[config.mk]
export PLATFORM = sky130hd
export DESIGN_NAME = hb_gate_status
export DESIGN_NICKNAME = d
export VERILOG_FILES = /design/src/rtl/hbg_pkg.sv /design/src/rtl/hbg_ctrl_reg.sv /design/src/rtl/hbg_leg_fsm.sv /design/src/rtl/hbg_status.sv /design/src/rtl/hb_gate_status.sv
export SDC_FILE = /design/constraint.sdc
export NUM_CORES = 1
export LEC_CHECK = 0
export BUFFER_PORTS_ARGS = -buffer_cell sky130_fd_sc_hd__buf_4
export CELL_PAD_IN_SITES_DETAIL_PLACEMENT = 1
export CELL_PAD_IN_SITES_GLOBAL_PLACEMENT = 1
export CORE_MARGIN = 1.5
export CORE_UTILIZATION = 43
export CTS_BUF_LIST = sky130_fd_sc_hd__clkbuf_2 sky130_fd_sc_hd__clkbuf_4 sky130_fd_sc_hd__clkbuf_8
export CTS_CLUSTER_DIAMETER = 60
export DETAILED_ROUTE_END_ITERATION = 12
export HOLD_SLACK_MARGIN = 0.15
export PLACE_DENSITY = 0.79
export SLEW_MARGIN = 20
export SYNTH_ARGS = -nofsm -noshare
export SYNTH_HDL_FRONTEND = slang
export SYNTH_HIERARCHICAL = 1
export SYNTH_SLANG_ARGS = --single-unit
[constraint.sdc]
create_clock -name clk -period 2.2 [get_ports clk]
set_input_delay 0.11 -clock clk [delete_from_list [all_inputs] [get_ports clk]]
set_output_delay 0.11 -clock clk [all_outputs]
set_load 0.005 [all_outputs]
[src/rtl/hbg_pkg.sv]
package hbg_pkg;

    typedef enum logic [1:0] {
        LEG_IDLE = 2'd0,
        LEG_LOW  = 2'd1,
        LEG_HIGH = 2'd2,
        LEG_DEAD = 2'd3
    } leg_state_t;

endpackage

[src/rtl/hbg_ctrl_reg.sv]
module hbg_ctrl_reg #(
    parameter int          WORD_W  = 16,
    parameter logic [WORD_W-1:0] RST_VAL = '0
) (
    input  logic              clk,
    input  logic              rst_n,
    input  logic              commit,
    input  logic [WORD_W-1:0] word_in,
    output logic [WORD_W-1:0] word_q
);

    always_ff @(posedge clk or negedge rst_n) begin
        if (!rst_n)
            word_q <= RST_VAL;
        else if (commit)
            word_q <= word_in;
    end


    commit_capture_chk: assert property (@(posedge clk) disable iff (!rst_n)
        commit |=> (word_q == $past(word_in)));


    hold_without_commit_chk: assert property (@(posedge clk) disable iff (!rst_n)
        !commit |=> $stable(word_q));

endmodule

[src/rtl/hbg_leg_fsm.sv]
module hbg_leg_fsm
    import hbg_pkg::*;
#(
    parameter int DEAD_CYC = 4
) (
    input  logic clk,
    input  logic rst_n,
    input  logic want_lo,
    input  logic want_hi,
    output logic lo_en,
    output logic hi_en
);

    localparam int CNT_W = (DEAD_CYC < 1) ? 1 : $clog2(DEAD_CYC + 1);
    localparam logic [CNT_W-1:0] DEAD_LD  = CNT_W'(DEAD_CYC - 1);
    localparam logic [CNT_W-1:0] DEAD_MAX = CNT_W'(DEAD_CYC);

    leg_state_t       state_q, state_d;
    logic [CNT_W-1:0] cnt_q, cnt_d;

    // state register
    always_ff @(posedge clk or negedge rst_n) begin
        if (!rst_n) begin
            state_q <= LEG_IDLE;
            cnt_q   <= '0;
        end else begin
            state_q <= state_d;
            cnt_q   <= cnt_d;
        end
    end

    // next state
    always_comb begin
        state_d = state_q;
        cnt_d   = cnt_q;
        unique case (state_q)
            LEG_IDLE: begin
                if (want_lo)      state_d = LEG_LOW;
                else if (want_hi) state_d = LEG_HIGH;
            end
            LEG_LOW: begin
                if (!want_lo) begin
                    state_d = LEG_DEAD;
                    cnt_d   = DEAD_LD;
                end
            end
            LEG_HIGH: begin
                if (!want_hi) begin
                    state_d = LEG_DEAD;
                    cnt_d   = DEAD_LD;
                end
            end
            LEG_DEAD: begin
                if (cnt_q == '0) begin
                    if (want_lo)      state_d = LEG_LOW;
                    else if (want_hi) state_d = LEG_HIGH;
                    else              state_d = LEG_IDLE;
                end else begin
                    cnt_d = cnt_q - 1'b1;
                end
            end
        endcase
    end

    // outputs
    always_comb begin
        lo_en = 1'b0;
        hi_en = 1'b0;
        unique case (state_q)
            LEG_LOW:  lo_en = 1'b1;
            LEG_HIGH: hi_en = 1'b1;
            default: ;
        endcase
    end

    // gap tracking for the dead-time checks
    logic [CNT_W-1:0] gap_q;
    logic             last_lo_q, last_hi_q;

    always_ff @(posedge clk or negedge rst_n) begin
        if (!rst_n) begin
            gap_q     <= DEAD_MAX;
            last_lo_q <= 1'b0;
            last_hi_q <= 1'b0;
        end else begin
            if (lo_en || hi_en)       gap_q <= '0;
            else if (gap_q != DEAD_MAX) gap_q <= gap_q + 1'b1;
            if (lo_en) begin
                last_lo_q <= 1'b1;
                last_hi_q <= 1'b0;
            end else if (hi_en) begin
                last_lo_q <= 1'b0;
                last_hi_q <= 1'b1;
            end
        end
    end


    dead_gap_to_high_chk: assert property (@(posedge clk) disable iff (!rst_n)
        ($rose(hi_en) && last_lo_q) |-> (gap_q >= DEAD_MAX));


    dead_gap_to_low_chk: assert property (@(posedge clk) disable iff (!rst_n)
        ($rose(lo_en) && last_hi_q) |-> (gap_q >= DEAD_MAX));


    low_needs_request_chk: assert property (@(posedge clk) disable iff (!rst_n)
        lo_en |-> $past(want_lo));


    high_needs_request_chk: assert property (@(posedge clk) disable iff (!rst_n)
        hi_en |-> $past(want_hi));

endmodule

[src/rtl/hbg_status.sv]
module hbg_status #(
    parameter int N_SW = 12
) (
    input  logic              test_mode,
    input  logic              standby,
    input  logic              prewarn,
    input  logic              tshut,
    input  logic              scd_flag,
    input  logic              psf_flag,
    input  logic [N_SW-1:0]   gate_en,
    input  logic [N_SW-1:0]   olc_hit,
    output logic [N_SW-1:0]   ol_test_en,
    output logic [N_SW+3:0]   status_word
);

    localparam int WORD_W   = N_SW + 4;
    localparam int SCD_BIT  = N_SW + 1;
    localparam int STBY_BIT = N_SW + 2;
    localparam int PSF_BIT  = N_SW + 3;

    assign ol_test_en = {N_SW{test_mode}} & ~gate_en;

    always_comb begin
        status_word = '0;
        status_word[0] = prewarn;
        for (int i = 0; i < N_SW; i++) begin
            status_word[i + 1] = gate_en[i] | (test_mode & olc_hit[i]);
        end
        status_word[SCD_BIT]  = scd_flag;
        status_word[STBY_BIT] = standby;
        status_word[PSF_BIT]  = psf_flag;
        if (tshut)
            status_word = {WORD_W{1'b1}};
    end

endmodule

[src/rtl/hb_gate_status.sv]
module hb_gate_status #(
    parameter int N_BRIDGE = 6,
    parameter int DEAD_CYC = 4
) (
    input  logic                    clk,
    input  logic                    rst_n,
    input  logic                    commit,
    input  logic [2*N_BRIDGE+3:0]   ctrl_word,
    input  logic                    inh_pin,
    input  logic                    sup_disable,
    input  logic [2*N_BRIDGE-1:0]   fault_mask,
    input  logic [2*N_BRIDGE-1:0]   olc_hit,
    input  logic                    prewarn,
    input  logic                    tshut,
    input  logic                    scd_flag,
    input  logic                    psf_flag,
    output logic [2*N_BRIDGE-1:0]   gate_en,
    output logic [2*N_BRIDGE-1:0]   ol_test_en,
    output logic [2*N_BRIDGE+3:0]   status_word
);

    localparam int N_SW     = 2 * N_BRIDGE;
    localparam int WORD_W   = N_SW + 4;
    localparam int TEST_BIT = N_SW + 1;
    localparam int AUX_BIT  = N_SW + 2;
    localparam int RUN_BIT  = N_SW + 3;
    localparam logic [WORD_W-1:0] CTRL_RST = {3'b111, {(N_SW + 1){1'b0}}};

    logic [WORD_W-1:0] ctrl_q;
    logic              run_ok;
    logic              allow;
    logic              test_mode;
    logic              unused_bits;

    hbg_ctrl_reg #(
        .WORD_W  (WORD_W),
        .RST_VAL (CTRL_RST)
    ) u_ctrl (
        .clk     (clk),
        .rst_n   (rst_n),
        .commit  (commit),
        .word_in (ctrl_word),
        .word_q  (ctrl_q)
    );

    assign run_ok      = ctrl_q[RUN_BIT] & inh_pin;
    assign allow       = run_ok & ~sup_disable & ~tshut;
    assign test_mode   = ~ctrl_q[TEST_BIT];
    assign unused_bits = ctrl_q[0] ^ ctrl_q[AUX_BIT];

    for (genvar k = 0; k < N_BRIDGE; k++) begin : g_leg
        logic cmd_lo, cmd_hi, clash, want_lo, want_hi;
        assign cmd_lo  = ctrl_q[2*k + 1];
        assign cmd_hi  = ctrl_q[2*k + 2];
        assign clash   = cmd_lo & cmd_hi;
        assign want_lo = cmd_lo & ~clash & allow & ~fault_mask[2*k];
        assign want_hi = cmd_hi & ~clash & allow & ~fault_mask[2*k + 1];

        hbg_leg_fsm #(
            .DEAD_CYC (DEAD_CYC)
        ) u_leg (
            .clk     (clk),
            .rst_n   (rst_n),
            .want_lo (want_lo),
            .want_hi (want_hi),
            .lo_en   (gate_en[2*k]),
            .hi_en   (gate_en[2*k + 1])
        );
    end

    hbg_status #(
        .N_SW (N_SW)
    ) u_status (
        .test_mode   (test_mode),
        .standby     (~run_ok),
        .prewarn     (prewarn),
        .tshut       (tshut),
        .scd_flag    (scd_flag),
        .psf_flag    (psf_flag),
        .gate_en     (gate_en),
        .olc_hit     (olc_hit),
        .ol_test_en  (ol_test_en),
        .status_word (status_word)
    );


    standby_gates_off_chk: assert property (@(posedge clk) disable iff (!rst_n)
        !inh_pin |=> (gate_en == '0));


    tshut_gates_off_chk: assert property (@(posedge clk) disable iff (!rst_n)
        tshut |=> (gate_en == '0));


    supply_off_chk: assert property (@(posedge clk) disable iff (!rst_n)
        sup_disable |=> (gate_en == '0));


    mask_off_chk: assert property (@(posedge clk) disable iff (!rst_n)
        1'b1 |=> ((gate_en & $past(fault_mask)) == '0));

endmodule

### Yosys cells after proc, flatten, opt, wreduce, memory -nomap -nowiden

Cells that the tools add are included.

| storage, ports and cells | value |
|---|---|
| logic and storage cells | 275 |
| output and inout port bits | 40 |
| register bits | 46 |
| input port bits | 49 |

| cells by class | value |
|---|---|
| $add $sub $neg | 6 |
| multiplexer cells | 85 |
| eq/ne operators | 48 |
| reduce and logical (&&, ||, !) cells | 30 |
| bitwise gates (word level) | 93 |

Operators with widths:

| cell | number |
|---|---|
| two-way mux 2 bit | 42 |
| bitwise AND 1 bit | 57 |
| two-way mux 3 bit | 18 |
| case mux 3 bit (3 select lines) | 6 |
| case mux 2 bit (4 select lines) | 6 |
| AND reduction 4 bit | 12 |
| != test 2 bit, second input constant | 18 |
| equality test 2 bit, second input constant | 12 |
| NOT 1 bit | 22 |
| zero test 3 bit | 6 |
| != test 3 x 1 -> 1 bit, second input constant | 6 |
| nonzero test 3 bit | 6 |
| subtractor 3 x 1 -> 3 bit, second input constant | 6 |
| two-way mux 16 bit | 1 |
| bitwise AND 12 bit | 1 |
| equality test 2 x 1 -> 1 bit, second input constant | 6 |
| zero test 2 bit | 6 |
| two-way mux 1 bit | 12 |
| != test 2 x 1 -> 1 bit, second input constant | 6 |
| NOT 12 bit | 1 |
| OR 1 bit | 12 |

### Logic depth before layout (Yosys ltp)

| logic depth | value |
|---|---|
| word-level depth | 9 |
| gate-level depth with buffers | 6 |
| gate-level depth less buffers | 6 |

### Hierarchy

The synthesis kept the hierarchy.

Modules (own cells, without submodules):

| module | area each (µm²) | cells an instance | instances | sequential area each (µm²) |
|---|---|---|---|---|
| hbg_leg_fsm (g_leg[0].u_leg ...) | 389.1 | 37 | 4 | 125.1 |
| hbg_leg_fsm (g_leg[4].u_leg ...) | 386.6 | 38 | 2 | 125.1 |
| hbg_ctrl_reg | 653.1 | 34 | 1 | 404.1 |
| hb_gate_status | 301.5 | 16 | 1 | 0.0 |
| hbg_status | 241.5 | 31 | 1 | 0.0 |

### Worst setup path after synthesis

No wires, ideal clock.

| path | value |
|---|---|
| kind | register -> register |
| from | register u_ctrl.word_q[15] |
| to | register g_leg[5].u_leg.state_q[1] |
| setup slack | 346 ps |
| setup time | 127 ps |
| clock period less this slack | 1,854 ps |
| data required time | 2,073 ps |
| path buffers | 0 |
| cell stages (with the launch flop) | 6 |
| arrival time | 1,727 ps |
| path through | dfstp_2 nand4bb_4 nor4b_1 a22oi_1 o311a_1 mux2_1 |

| on the way | value |
|---|---|
| elaborated cells between the ends (all ways) | 16 |
| those cells by class | eq/ne: 3; mux: 5; bitwise: 7; reduce/logical: 1 |

RTL lines:

| item | line | source |
|---|---|---|
| from (decl) | hbg_ctrl_reg.sv:9 | `output logic [WORD_W-1:0] word_q` |
| from (signal assigned) | hbg_ctrl_reg.sv:16 | `word_q <= word_in;` |
| bitwise AND 1 bit * | hb_gate_status.sv:46 | `assign run_ok = ctrl_q[RUN_BIT] & inh_pin;` |
| bitwise AND 1 bit * (2 in a row) | hb_gate_status.sv:47 | `assign allow = run_ok & ~sup_disable & ~tshut;` |
| bitwise AND 1 bit * (2 in a row) | hb_gate_status.sv:56 | `assign want_lo = cmd_lo & ~clash & allow & ~fault_mask[2*k];` |
| named net g_leg[5].want_lo | hb_gate_status.sv:52 | `logic cmd_lo, cmd_hi, clash, want_lo, want_hi;` |
| two-way mux 2 bit | hbg_leg_fsm.sv:55 | `if (want_lo) state_d = LEG_LOW;` |
| two-way mux 2 bit | hbg_leg_fsm.sv:54 | `if (cnt_q == '0) begin` |
| case mux 2 bit (4 select lines) | hbg_leg_fsm.sv:36 | `unique case (state_q)` |
| to (signal assigned) | hbg_leg_fsm.sv:27 | `state_q <= state_d;` |
| to (decl) | hbg_leg_fsm.sv:18 | `leg_state_t state_q, state_d;` |

Mark *: on every way through the listed nets, which the timed path passes. The rest lies on a longest branch. The select of a mux whose other input is x is not followed.
A chain may end at the register's enable or synchronous reset.

### Worst setup path after layout

| path | value |
|---|---|
| from | register u_ctrl.word_q[15] |
| to | register g_leg[5].u_leg.state_q[1] |

| on the way | value |
|---|---|
| word-level cells in the longest chain between the ends | 9 |
| elaborated cells between the ends (all ways) | 16 |
| those cells by class | eq/ne: 3; mux: 5; bitwise: 7; reduce/logical: 1 |

RTL lines:

| item | line | source |
|---|---|---|
| bitwise AND 1 bit * | hb_gate_status.sv:46 |  |
| bitwise AND 1 bit * (2 in a row) | hb_gate_status.sv:47 |  |
| bitwise AND 1 bit * (2 in a row) | hb_gate_status.sv:57 | `assign want_hi = cmd_hi & ~clash & allow & ~fault_mask[2*k + 1];` |
| named net g_leg[5].want_hi | hb_gate_status.sv:52 |  |
| two-way mux 2 bit | hbg_leg_fsm.sv:56 | `else if (want_hi) state_d = LEG_HIGH;` |
| two-way mux 2 bit | hbg_leg_fsm.sv:55 |  |
| two-way mux 2 bit | hbg_leg_fsm.sv:54 |  |
| case mux 2 bit (4 select lines) | hbg_leg_fsm.sv:36 |  |

Marks and branches as above.

==> flow_metrics.tcl <==
set metrics [dict create \
    outcome "complete, no violations" \
    clkPwrFrac 0.111 \
    antenna_found_initial 0 \
    utilization 0.572 \
    cp-start-kind "register" \
    switchingPower_w 0.00183 \
    routed_wl_um 8360 \
    wire_per_inst_um 16.4 \
    power.density_nw_per_um2 1030 \
    rsz0062_at_grt "false" \
    fillers 844 \
    drt_iter0_drc 61 \
    clk_latency_ns 0.30 \
    finalSetupViolCount 0 \
    worstPathBufferInverterCount 0 \
    p_leak_nw 2.21 \
    yosys_warnings 6 \
    fin_crit_ns 2.06 \
    cpMaxStageDelayCell "dfstp_2" \
    worstHoldEndpoint "u_ctrl/word_q[4]" \
    hold_path_depth 2 \
    area_growth_pct 28.1 \
    share_seq_of_total_power 0.282 \
    grt_pass1_vias 2860 \
    worst_pin_slew_ns 0.833 \
    track_usage 0.206 \
    hold_path_class "primary input to register" \
    cts_max_path_buffers 2 \
    firstDrtPassIters 4 \
    max_cap_viol_count 0 \
    netSwitchingFraction 0.402 \
    die_w_um 92.6 \
    relSlewSlack 0.444 \
    fmax_ghz 0.485 \
    drv_slew 0 \
    ctsRootBufferMaster "clkbuf_8" \
    r2r_end "g_leg[5].u_leg/state_q[1]" \
    row_count 32 \
    gp_congestion 0.834 \
    endpoint_kind "register" \
    cts_buffers 5 \
    cts_sinks 44 \
    syn-num-nets 398 \
    fin_nets 504 \
    hold_buffers 15 \
    gr-total-overflow 0 \
    io_buffers 86 \
    grt_pass1_wl_um 13800 \
    cts_max_level 2 \
    clkSlewWorstSetupHoldPaths_ns 0.09 \
    ff2ff_setup_slack_ns 0.14 \
    die_y_um 92.6 \
    clock_skew_ns 0.0109 \
    ant_nets 0 \
    dieArea_sq_um 8570 \
    syn_area_per_cell_sq_um 11.5 \
    drc 0 \
    p_int_w 0.00272 \
    setup_tns_ns 0 \
    arrival_ns 2.25 \
    ff2ff_path_depth 5 \
    antennaDiodeCount 0 \
    cts_tree "yes" \
    cp.required_ns 2.39 \
    coreArea_sq_um 7730 \
    worst_path_dominant_cell_family "simple AND/OR/NAND/NOR gates" \
    r2r-start "u_ctrl/word_q[15]" \
    max-vdd-ir-drop_mv 0.500 \
    cp_slowest_stage_delay_ns 0.57 \
    cp_cell_sequence "nand4bb_4 > nor4b_1 > a22oi_1 > o311a_1 > mux2_1" \
    synth_area_sq_um 3450 \
    hold_viol 0 \
    initial_core_util 0.446 \
    dp_hpwl_um 6390 \
    synthCells 301 \
    grt_max_degree 45 \
    io_pins 89 \
    hold_start "commit" \
    post_cts_buffers 0 \
    via_count 2654 \
    viasPerCell 5.21 \
    combinationalPowerShare 0.607 \
    cts_resized 0 \
    fin_crit_sh 0.938 \
    drive_gt1_frac 0.359 \
    path_max_fanout 4 \
    path_class "register to register" \
]
-- power groups by stage --
stage          combinational [W]  sequential [W]  clock, W
4_1_cts                  0.00280         0.00128  0.000517
2_1_floorplan            0.00188         0.00123         0
6_report                 0.00276         0.00128  0.000504
5_1_grt                  0.00308         0.00132  0.000553
3_5_place_dp             0.00276         0.00130         0
3_3_place_gp             0.00264         0.00128         0
-- flip-flops by register name, summed over array words and instances, names as in the netlist --
register and cells:
g_leg.u_leg/cnt_q 18, u_ctrl/word_q 14, g_leg.u_leg/state_q 12
-- layout make-up --
cell class                      count  area (sq um)  area share
Tap cell                          102           128      0.0289
Inverter                           37           139      0.0314
Multi-Input combinational cell    214          2140       0.484
Clock inverter                      1          5.00     0.00113
Clock buffer                        6          76.3      0.0173
Timing Repair Buffer              105           826       0.187
Sequential cell                    44          1100       0.250
-- placed cells by master, fill, tap and decap left out, types with 4 or more instances in the layout --
master and count:
or2_2 4, o211ai_2 4, nor2b_1 6, nand2b_1 18, dfrtp_1 42, a22oi_2 4, mux2_2 9, buf_4 90
a21boi_0 4, mux2_4 13, dlygate4sd3_1 15, a21oi_1 6, o311a_1 6, ha_1 48, inv_1 37, nand2_1 19
nor4b_4 10, nand4_1 4, o21ai_0 12, clkbuf_8 5, and2b_1 10, a211o_1 12, mux2_1 12, mux2i_1 6
-- layer usage --
layer  track usage  vias to the layer above  wire [um]
met5             0                        -          0
met4        0.0756                        0        256
met3        0.0443                       19        363
met2         0.369                       70       4270
met1         0.238                     1308       3460
li1              -                     1257          -
-- worst max-delay path by stage --
stage	slack [ns]	depth (start not counted)	to	from
after floorplan	0.35	5	g_leg[5].u_leg/state_q[1]	u_ctrl/word_q[15]
after global placement	0.22	6	g_leg[4].u_leg/state_q[0]	u_ctrl/word_q[15]
after detailed placement	0.13	6	g_leg[4].u_leg/state_q[1]	u_ctrl/word_q[15]
after CTS	0.12	6	g_leg[4].u_leg/state_q[1]	u_ctrl/word_q[15]
after global routing	0.04	6	g_leg[2].u_leg/state_q[1]	u_ctrl/word_q[15]
final	0.14	5	g_leg[5].u_leg/state_q[1]	u_ctrl/word_q[15]
-- metrics by stage --
stage	instance area (sq um)	hold WS, ns	std cells	total power, W	worst slack (ns)
finish	4420	0.260	509	0.00455	0.137
CTS	4420	0.254	509	0.00460	0.124
detailed placement	4190	0.151	487	0.00405	0.134
global placement	4190	0.145	487	0.00391	0.216
floorplan	3450	-0.186	301	0.00311	0.346
global route	4420	0.256	509	0.00496	0.0355
No activity file was read; power rests on OpenSTA's default activity.
